===== src/rtl/sbm_pkg.sv =====
package sbm_pkg;
  localparam int DATA_W  = 32;
  localparam int CMD_W   = 8;
  localparam int RTA_W   = 8;
  localparam int HWA_W   = 16;
  localparam int RADR_W  = 8;
  localparam int DERR_N  = 4;
  localparam int DIV_W   = 8;
  localparam int DLY_W   = 3;
  localparam int LINE_W  = 4;

  localparam logic [7:0] OFS_CTRL  = 8'h00;
  localparam logic [7:0] OFS_CLK   = 8'h04;
  localparam logic [7:0] OFS_IE    = 8'h08;
  localparam logic [7:0] OFS_STS   = 8'h0C;
  localparam logic [7:0] OFS_RADR  = 8'h10;
  localparam logic [7:0] OFS_DATA  = 8'h1C;
  localparam logic [7:0] OFS_LINE  = 8'h24;
  localparam logic [7:0] OFS_DMODE = 8'h28;
  localparam logic [7:0] OFS_CMD   = 8'h2C;
  localparam logic [7:0] OFS_DAR   = 8'h30;

  localparam int B_START = 7;
  localparam int B_ABORT = 6;
  localparam int B_GIE   = 1;
  localparam int B_SRST  = 0;

  localparam int B_DONE  = 0;
  localparam int B_ERR   = 1;
  localparam int B_LB    = 2;
  localparam int B_DERR  = 8;
  localparam int B_ACK   = 16;

  localparam logic [DATA_W-1:0] STS_MASK = 32'h0001_0F07;

  function automatic logic [DATA_W-1:0] w1c_next(input logic [DATA_W-1:0] cur,
                                                 input logic [DATA_W-1:0] clr,
                                                 input logic [DATA_W-1:0] set);
    return (cur & ~clr) | set;
  endfunction

  function automatic logic irq_level(input logic gie,
                                     input logic [DATA_W-1:0] sts,
                                     input logic [DATA_W-1:0] ie);
    return gie & (|(sts & ie & STS_MASK));
  endfunction
endpackage


===== src/rtl/sbm_seq.sv =====
module sbm_seq
  import sbm_pkg::*;
(
  input  logic              clk,
  input  logic              rst_n,
  input  logic              ctl_we,
  input  logic [DATA_W-1:0] wdata,
  input  logic              eng_done,
  output logic              start_q,
  output logic              gie_q,
  output logic              srst_q,
  output logic              eng_start_q,
  output logic              eng_abort_q,
  output logic              abort_evt,
  output logic              fin_evt,
  output logic              restart_busy
);
  logic srst_req, start_evt, plain_wr;

  assign plain_wr     = ctl_we && !wdata[B_SRST] && !srst_q;
  assign srst_req     = ctl_we && wdata[B_SRST] && !srst_q;
  assign abort_evt    = plain_wr && wdata[B_ABORT];
  assign start_evt    = plain_wr && !wdata[B_ABORT] && wdata[B_START] && !start_q;
  assign restart_busy = plain_wr && !wdata[B_ABORT] && wdata[B_START] && start_q;
  assign fin_evt      = eng_done && start_q && !abort_evt && !srst_q;

  always_ff @(posedge clk or negedge rst_n) begin
    if (!rst_n) begin
      start_q     <= 1'b0;
      gie_q       <= 1'b0;
      srst_q      <= 1'b0;
      eng_start_q <= 1'b0;
      eng_abort_q <= 1'b0;
    end else if (srst_q) begin
      start_q     <= 1'b0;
      gie_q       <= 1'b0;
      srst_q      <= 1'b0;
      eng_start_q <= 1'b0;
      eng_abort_q <= 1'b0;
    end else begin
      srst_q      <= srst_req;
      eng_start_q <= start_evt;
      eng_abort_q <= abort_evt;
      if (plain_wr) gie_q <= wdata[B_GIE];
      if (abort_evt || fin_evt) start_q <= 1'b0;
      else if (start_evt)       start_q <= 1'b1;
    end
  end
endmodule


===== src/rtl/sbm_stat.sv =====
module sbm_stat
  import sbm_pkg::*;
(
  input  logic              clk,
  input  logic              rst_n,
  input  logic              clr,
  input  logic              ie_we,
  input  logic              sts_we,
  input  logic [DATA_W-1:0] wdata,
  input  logic              gie,
  input  logic              fin_evt,
  input  logic              eng_err,
  input  logic              eng_ack_err,
  input  logic [DERR_N-1:0] eng_data_err,
  input  logic              lb_evt,
  output logic [DATA_W-1:0] sts_q,
  output logic [DATA_W-1:0] ie_q,
  output logic              irq
);
  logic [DATA_W-1:0] set_v, clr_v;

  always_comb begin
    set_v = '0;
    if (fin_evt) begin
      if (eng_err) begin
        set_v[B_ERR]             = 1'b1;
        set_v[B_ACK]             = eng_ack_err;
        set_v[B_DERR +: DERR_N]  = eng_data_err;
      end else begin
        set_v[B_DONE] = 1'b1;
      end
    end
    if (lb_evt) set_v[B_LB] = 1'b1;
    clr_v = sts_we ? (wdata & STS_MASK) : '0;
  end

  always_ff @(posedge clk or negedge rst_n) begin
    if (!rst_n) begin
      sts_q <= '0;
      ie_q  <= '0;
    end else if (clr) begin
      sts_q <= '0;
      ie_q  <= '0;
    end else begin
      sts_q <= w1c_next(sts_q, clr_v, set_v);
      if (ie_we) ie_q <= wdata & STS_MASK;
    end
  end

  assign irq = irq_level(gie, sts_q, ie_q);
endmodule


===== src/rtl/sbm_cfg.sv =====
module sbm_cfg
  import sbm_pkg::*;
#(
  parameter int ADDR_W = 8
) (
  input  logic              clk,
  input  logic              rst_n,
  input  logic              clr,
  input  logic              we,
  input  logic [ADDR_W-1:0] addr,
  input  logic [DATA_W-1:0] wdata,
  input  logic              busy,
  input  logic              fin_evt,
  input  logic              eng_err,
  input  logic              eng_rdv,
  input  logic [DATA_W-1:0] eng_rdata,
  input  logic              dm_done,
  output logic [CMD_W-1:0]  cmd_q,
  output logic [RADR_W-1:0] radr_q,
  output logic [DATA_W-1:0] data_q,
  output logic [RTA_W-1:0]  rta_q,
  output logic [HWA_W-1:0]  hwa_q,
  output logic [LINE_W-1:0] line_q,
  output logic [DIV_W-1:0]  div_q,
  output logic [DLY_W-1:0]  dly_q,
  output logic [DATA_W-1:0] dm_q,
  output logic              lb_evt
);
  logic wr_cmd, wr_radr, wr_data, wr_dar, wr_line, wr_clk, wr_dm;

  assign wr_cmd  = we && (addr == ADDR_W'(OFS_CMD));
  assign wr_radr = we && (addr == ADDR_W'(OFS_RADR));
  assign wr_data = we && (addr == ADDR_W'(OFS_DATA));
  assign wr_dar  = we && (addr == ADDR_W'(OFS_DAR));
  assign wr_line = we && (addr == ADDR_W'(OFS_LINE));
  assign wr_clk  = we && (addr == ADDR_W'(OFS_CLK));
  assign wr_dm   = we && (addr == ADDR_W'(OFS_DMODE));
  assign lb_evt  = busy && (wr_cmd || wr_radr || wr_data || wr_dar);

  always_ff @(posedge clk or negedge rst_n) begin
    if (!rst_n) begin
      cmd_q <= '0; radr_q <= '0; data_q <= '0; rta_q <= '0; hwa_q <= '0;
      line_q <= '0; div_q <= '0; dly_q <= '0; dm_q <= '0;
    end else if (clr) begin
      cmd_q <= '0; radr_q <= '0; data_q <= '0; rta_q <= '0; hwa_q <= '0;
      line_q <= '0; div_q <= '0; dly_q <= '0; dm_q <= '0;
    end else begin
      if (wr_cmd && !busy)  cmd_q  <= wdata[CMD_W-1:0];
      if (wr_radr && !busy) radr_q <= wdata[RADR_W-1:0];
      if (wr_dar && !busy) begin
        hwa_q <= wdata[HWA_W-1:0];
        rta_q <= wdata[HWA_W +: RTA_W];
      end
      if (fin_evt && !eng_err && eng_rdv) data_q <= eng_rdata;
      else if (wr_data && !busy)          data_q <= wdata;
      if (wr_line) line_q <= wdata[LINE_W-1:0];
      if (wr_clk) begin
        div_q <= wdata[DIV_W-1:0];
        dly_q <= wdata[DIV_W +: DLY_W];
      end
      if (wr_dm)        dm_q <= wdata;
      else if (dm_done) dm_q[DATA_W-1] <= 1'b0;
    end
  end
endmodule


===== src/rtl/sbm_ctl_unit.sv =====
module sbm_ctl_unit
  import sbm_pkg::*;
#(
  parameter int ADDR_W = 8
) (
  input  logic              clk,
  input  logic              rst_n,
  input  logic              reg_sel,
  input  logic              reg_wr,
  input  logic [ADDR_W-1:0] reg_addr,
  input  logic [31:0]       reg_wdata,
  output logic [31:0]       reg_rdata,
  output logic              eng_start,
  output logic              eng_abort,
  output logic              eng_reset,
  input  logic              eng_done,
  input  logic              eng_err,
  input  logic              eng_ack_err,
  input  logic [3:0]        eng_data_err,
  input  logic              eng_rdv,
  input  logic [31:0]       eng_rdata,
  output logic [7:0]        xfer_cmd,
  output logic [7:0]        xfer_rta,
  output logic [15:0]       xfer_hwa,
  output logic [7:0]        xfer_radr,
  output logic [31:0]       xfer_wdata,
  output logic [7:0]        clk_div,
  output logic [2:0]        sda_dly,
  output logic [31:0]       dm_cfg,
  input  logic              dm_done,
  output logic              sda_ovr_en,
  output logic              sda_ovr_val,
  output logic              scl_ovr_en,
  output logic              scl_ovr_val,
  input  logic              sda_in,
  input  logic              scl_in,
  output logic              irq
);
  logic              we, ctl_we, ie_we, sts_we;
  logic              start_q, gie_q, srst_q, abort_evt, fin_evt, restart_busy;
  logic              cfg_lb, lb_evt;
  logic [DATA_W-1:0] sts_q, ie_q;
  logic [LINE_W-1:0] line_q;

  assign we     = reg_sel && reg_wr;
  assign ctl_we = we && (reg_addr == ADDR_W'(OFS_CTRL));
  assign ie_we  = we && (reg_addr == ADDR_W'(OFS_IE));
  assign sts_we = we && (reg_addr == ADDR_W'(OFS_STS));
  assign lb_evt = cfg_lb || restart_busy;

  sbm_seq u_seq (
    .clk(clk), .rst_n(rst_n), .ctl_we(ctl_we), .wdata(reg_wdata), .eng_done(eng_done),
    .start_q(start_q), .gie_q(gie_q), .srst_q(srst_q), .eng_start_q(eng_start),
    .eng_abort_q(eng_abort), .abort_evt(abort_evt), .fin_evt(fin_evt),
    .restart_busy(restart_busy)
  );

  sbm_stat u_stat (
    .clk(clk), .rst_n(rst_n), .clr(srst_q), .ie_we(ie_we), .sts_we(sts_we),
    .wdata(reg_wdata), .gie(gie_q), .fin_evt(fin_evt), .eng_err(eng_err),
    .eng_ack_err(eng_ack_err), .eng_data_err(eng_data_err), .lb_evt(lb_evt),
    .sts_q(sts_q), .ie_q(ie_q), .irq(irq)
  );

  sbm_cfg #(.ADDR_W(ADDR_W)) u_cfg (
    .clk(clk), .rst_n(rst_n), .clr(srst_q), .we(we), .addr(reg_addr), .wdata(reg_wdata),
    .busy(start_q), .fin_evt(fin_evt), .eng_err(eng_err), .eng_rdv(eng_rdv),
    .eng_rdata(eng_rdata), .dm_done(dm_done), .cmd_q(xfer_cmd), .radr_q(xfer_radr),
    .data_q(xfer_wdata), .rta_q(xfer_rta), .hwa_q(xfer_hwa), .line_q(line_q),
    .div_q(clk_div), .dly_q(sda_dly), .dm_q(dm_cfg), .lb_evt(cfg_lb)
  );

  assign eng_reset   = srst_q;
  assign sda_ovr_en  = line_q[0];
  assign sda_ovr_val = line_q[1];
  assign scl_ovr_en  = line_q[2];
  assign scl_ovr_val = line_q[3];

  always_comb begin
    reg_rdata = '0;
    if      (reg_addr == ADDR_W'(OFS_CTRL))  reg_rdata = {24'h0, start_q, 5'b0, gie_q, srst_q};
    else if (reg_addr == ADDR_W'(OFS_CLK))   reg_rdata = {21'h0, sda_dly, clk_div};
    else if (reg_addr == ADDR_W'(OFS_IE))    reg_rdata = ie_q;
    else if (reg_addr == ADDR_W'(OFS_STS))   reg_rdata = sts_q;
    else if (reg_addr == ADDR_W'(OFS_RADR))  reg_rdata = {24'h0, xfer_radr};
    else if (reg_addr == ADDR_W'(OFS_DATA))  reg_rdata = xfer_wdata;
    else if (reg_addr == ADDR_W'(OFS_LINE))  reg_rdata = {26'h0, scl_in, sda_in, line_q};
    else if (reg_addr == ADDR_W'(OFS_DMODE)) reg_rdata = dm_cfg;
    else if (reg_addr == ADDR_W'(OFS_CMD))   reg_rdata = {24'h0, xfer_cmd};
    else if (reg_addr == ADDR_W'(OFS_DAR))   reg_rdata = {8'h0, xfer_rta, xfer_hwa};
  end
endmodule


===== config.mk =====
export PLATFORM = sky130hd
export DESIGN_NAME = sbm_ctl_unit
export DESIGN_NICKNAME = d
export VERILOG_FILES = /design/src/rtl/sbm_pkg.sv /design/src/rtl/sbm_seq.sv /design/src/rtl/sbm_stat.sv /design/src/rtl/sbm_cfg.sv /design/src/rtl/sbm_ctl_unit.sv
export SDC_FILE = /design/constraint.sdc
export NUM_CORES = 1
export LEC_CHECK = 0
export BUFFER_PORTS_ARGS = -buffer_cell sky130_fd_sc_hd__buf_2
export CORE_MARGIN = 3
export CORE_UTILIZATION = 52
export DETAILED_ROUTE_END_ITERATION = 16
export PLACE_DENSITY = 0.89
export SLEW_MARGIN = 20
export SYNTH_ARGS = -nofsm -noshare
export SYNTH_HDL_FRONTEND = slang
export SYNTH_SLANG_ARGS = --single-unit

===== constraint.sdc =====
create_clock -name clk -period 2.9 [get_ports clk]
set_clock_uncertainty 0.15 [all_clocks]
set_input_delay 0.29 -clock clk [delete_from_list [all_inputs] [get_ports clk]]
set_output_delay 0.29 -clock clk [all_outputs]
set_load 0.1 [all_outputs]

==> impl_metrics.csv <==
group,metric,value,unit
timing,fmax,360,MHz
finish,nets,1180,
placement,dp_hpwl,19.8,mm
synth,synth_top_cells_by_area,"dfrtp_1 46%, nand2_1 8.9%, mux2i_1 8.1%, a21oi_1 5.4%, a211oi_2 4.9%",
run_status,status,"finished, final reports clean",
synth,synth-simple-area-share,21.7,%
clock_network,clk-insertion-delay-late,0.42,ns
synth,synth-edff-count,0,
timing,rsz0062_at_grt,"no",
timing,period_minus_slack,2.78,ns
synth,synth_top_family_by_area,"simple AND/OR/NAND/NOR gates",
timing,maxSlewHeadroom,41.7,%
synth,synth_warnings,0,
global_route,grt_pass1_wl,44.9,mm
clock_network,cts_setup_buffers,0,
power_and_ir_drop,finalPower,5.17,mW
placement,dp_cells,1227,
floorplan,die_w,127,microns
drt,initialDrtViolationCount,1129,
clock_network,cts.sinks,140,
synth,synth_cells,834,
timing,tightest_slew,0.874,ns
drt,wl_met1,11.0,mm
clock_network,htree_levels,4,
placement,placed_area,9720,sq um
drt,met2_length,14.1,mm
drt,viasPerCell,6.28,
power_and_ir_drop,p_leak,5.07,nW
synth,synth_compound_area_share,19.5,%
drt,wl,29.1,mm
synth,syn_area,7660,sq um
timing,slew_viol_final,0,
drt,top_layer,"met4",
clock_network,cts_repair_resize_count,0,
power_and_ir_drop,power_density,486,nW/um^2
drt,drc,0,
drt,wl_per_cell,22.6,microns
floorplan,die_height,127,microns
setup_path,cp.arrival,2.34,ns
synth,syn_nets,921,
global_route,grt_pass1_vias,8032,
placement,gp_congestion,0.954,
drt,drt_first_pass_iters,6,
drt,via_count,8083,
global_route,gr-total-overflow,0,
synth,avgSynthCellArea,9.18,sq um
synth,synth_xor_area_share,0,%
synth,synth_cell_types,62,
timing,fin_crit_sh,95.8,%
drt,ant_nets,0,
setup_path,crit_type,"primary input to output pin",
synth,synth_mux_area_share,8.40,%
floorplan,num_io_pins,242,
clock_network,cts_buffers,17,
worst_hold_path,hold_class,"primary input to flip-flop",
synth,yosysMostFrequentCell,"nand2_1",
power_and_ir_drop,vdd_drop_max,0.424,mV
floorplan,start_util,54.1,%
placement,io_buffers,241,
finish,area_growth,38.9,%
synth,synth-main-ff-cell,"dfrtp_1",
setup_path,start_kind,"primary input",
finish,instances_no_fill,1288,
setup_path,crit_required,2.46,ns
job,max_cap_viol_count,0,
global_route,grt_max_degree,86,
timing,setup_viol,0,
synth,async_flop_share,100,%
finish,layout-drive-gt1-share,33.9,%
finish,fin_area,10600,sq um
clock_network,cts_tree,"done",
synth,ys_seq_elements,140,
synth,synth-adder-area-share,0,%
floorplan,core-area,14100,sq um
floorplan,dieArea,16200,sq um
clock_network,clk_path_buf_depth,2,
synth,synth_top_cell_area_share,45.7,%
timing,hold_viol,0,
global_route,grt_usage,35.7,%
synth,synth_seq_area_share,45.7,%
global_route,antenna_found_initial,2,
synth,yosys.area.top_type,"dfrtp_1",
clock_network,path_clk_slew,0.06,ns
setup_path,cp_max_fo,19,
floorplan,row_count,43,
setup_path,cp-end-kind,"output pin",
timing,setup_tns,0,ns
clock_network,clk_root_buffer_cell,"clkbuf_16",
finish,fillers,998,
placement,post-place-ws,0.251,ns
drt,wl_met3,2.68,mm
synth,synth_common_cells,"182 x nand2_1, 140 x dfrtp_1, 83 x a21oi_1",
timing,layout_setup_ws,0.123,ns
## sequential cells by signal (all words and copies together) (netlist names)
signal / flops
u_cfg.data_q: 32
u_cfg.dm_q: 32
u_cfg.hwa_q: 16
u_cfg.cmd_q: 8
u_cfg.div_q: 8
u_cfg.radr_q: 8
u_cfg.rta_q: 8
u_stat.ie_q: 8
u_stat.sts_q: 8
u_cfg.line_q: 4
u_cfg.dly_q: 3
u_seq.eng_abort_q: 1
u_seq.eng_start_q: 1
u_seq.gie_q: 1
u_seq.srst_q: 1
u_seq.start_q: 1
## stage by stage
step                util (%)  hold slack, ns
floorplan                  -          -0.156
global placement        68.7           0.234
detailed placement      68.7           0.244
CTS                     75.1         0.00242
global route            75.2          0.0163
finish                  75.2          0.0116
## path summary, 6_finish.rpt
kind / start / end / slack, ns / depth (start not counted)
min in group asynchronous: rst_n / u_cfg.dm_q[17] / 0.33 / 2
max in group asynchronous: rst_n / u_cfg.data_q[7] / 1.43 / 3
setup reg to reg: u_seq.srst_q / u_cfg.radr_q[7] / 0.58 / 3
setup / recovery: reg_addr[5] / reg_rdata[21] / 0.12 / 8
hold / removal: reg_wdata[5] / u_cfg.dm_q[5] / 0.01 / 3
hold reg to reg: u_cfg.hwa_q[2] / u_cfg.hwa_q[2] / 0.39 / 2
## cell type report
cell class | count | area (sq um) | share of cell area (%)
diodes | 2 | 5.00 | 0.0471
clock buffers | 19 | 453 | 4.26
clock inverters | 13 | 188 | 1.76
inverters | 4 | 15.0 | 0.141
multi-input cells | 620 | 3900 | 36.7
flip-flops and latches | 140 | 3510 | 33.0
well taps | 180 | 225 | 2.12
repair buffers | 310 | 2340 | 22.0
## where the power goes
group	switching [mW]	total, mW	internal, mW	leakage [nW]
Clock	0.863	2.35	1.49	0.306
Sequential	0.0490	2.05	2.00	1.94
Combinational	0.585	0.761	0.177	2.82
## critical path, stage by stage
cell	delay, ns
buf_2	0.19
nand2b_2	0.24
or3_1	0.52
nor2_1	0.24
buf_4	0.33
a22oi_1	0.15
nand2_1	0.17
buf_12	0.20
## placed cells by master (no fill, tap or decap), types with 5 or more instances in the layout
cell | Yosys | routed
nand2_1 | 182 | 182
a211oi_2 | 30 | 30
a21oi_1 | 83 | 83
a22oi_1 | 26 | 26
o21ai_0 | 21 | 18
buf_12 | 0 | 37
nand2b_1 | 9 | 9
nand3_1 | 24 | 24
buf_2 | 15 | 208
mux2i_1 | 62 | 62
dfrtp_1 | 140 | 138
clkbuf_16 | 0 | 17
and3_1 | 8 | 8
buf_4 | 1 | 37
dlygate4sd3_1 | 0 | 27
nor2_1 | 78 | 78
nor4_4 | 5 | 5
o22ai_1 | 5 | 5
a22o_1 | 13 | 13
or3_1 | 6 | 6
## per-layer routing
metal,track usage [%],vias to the layer above
li1,-,3482
met1,47.0,3926
met2,55.3,555
met3,7.19,120
met4,19.9,0
met5,0,-
## cells by family after synthesis
family,count (synthesis)
simple gates,347
compound gates,209
flops,140
buf+inv,74
mux,64
## repair_timing
item | 4_1_cts | 5_1_grt
endpoints found under the hold margin | 115 | 0
setup endpoints to repair | 0 | 0
hold buffers | 27 | 0
No activity file was read; power rests on OpenSTA's default activity.
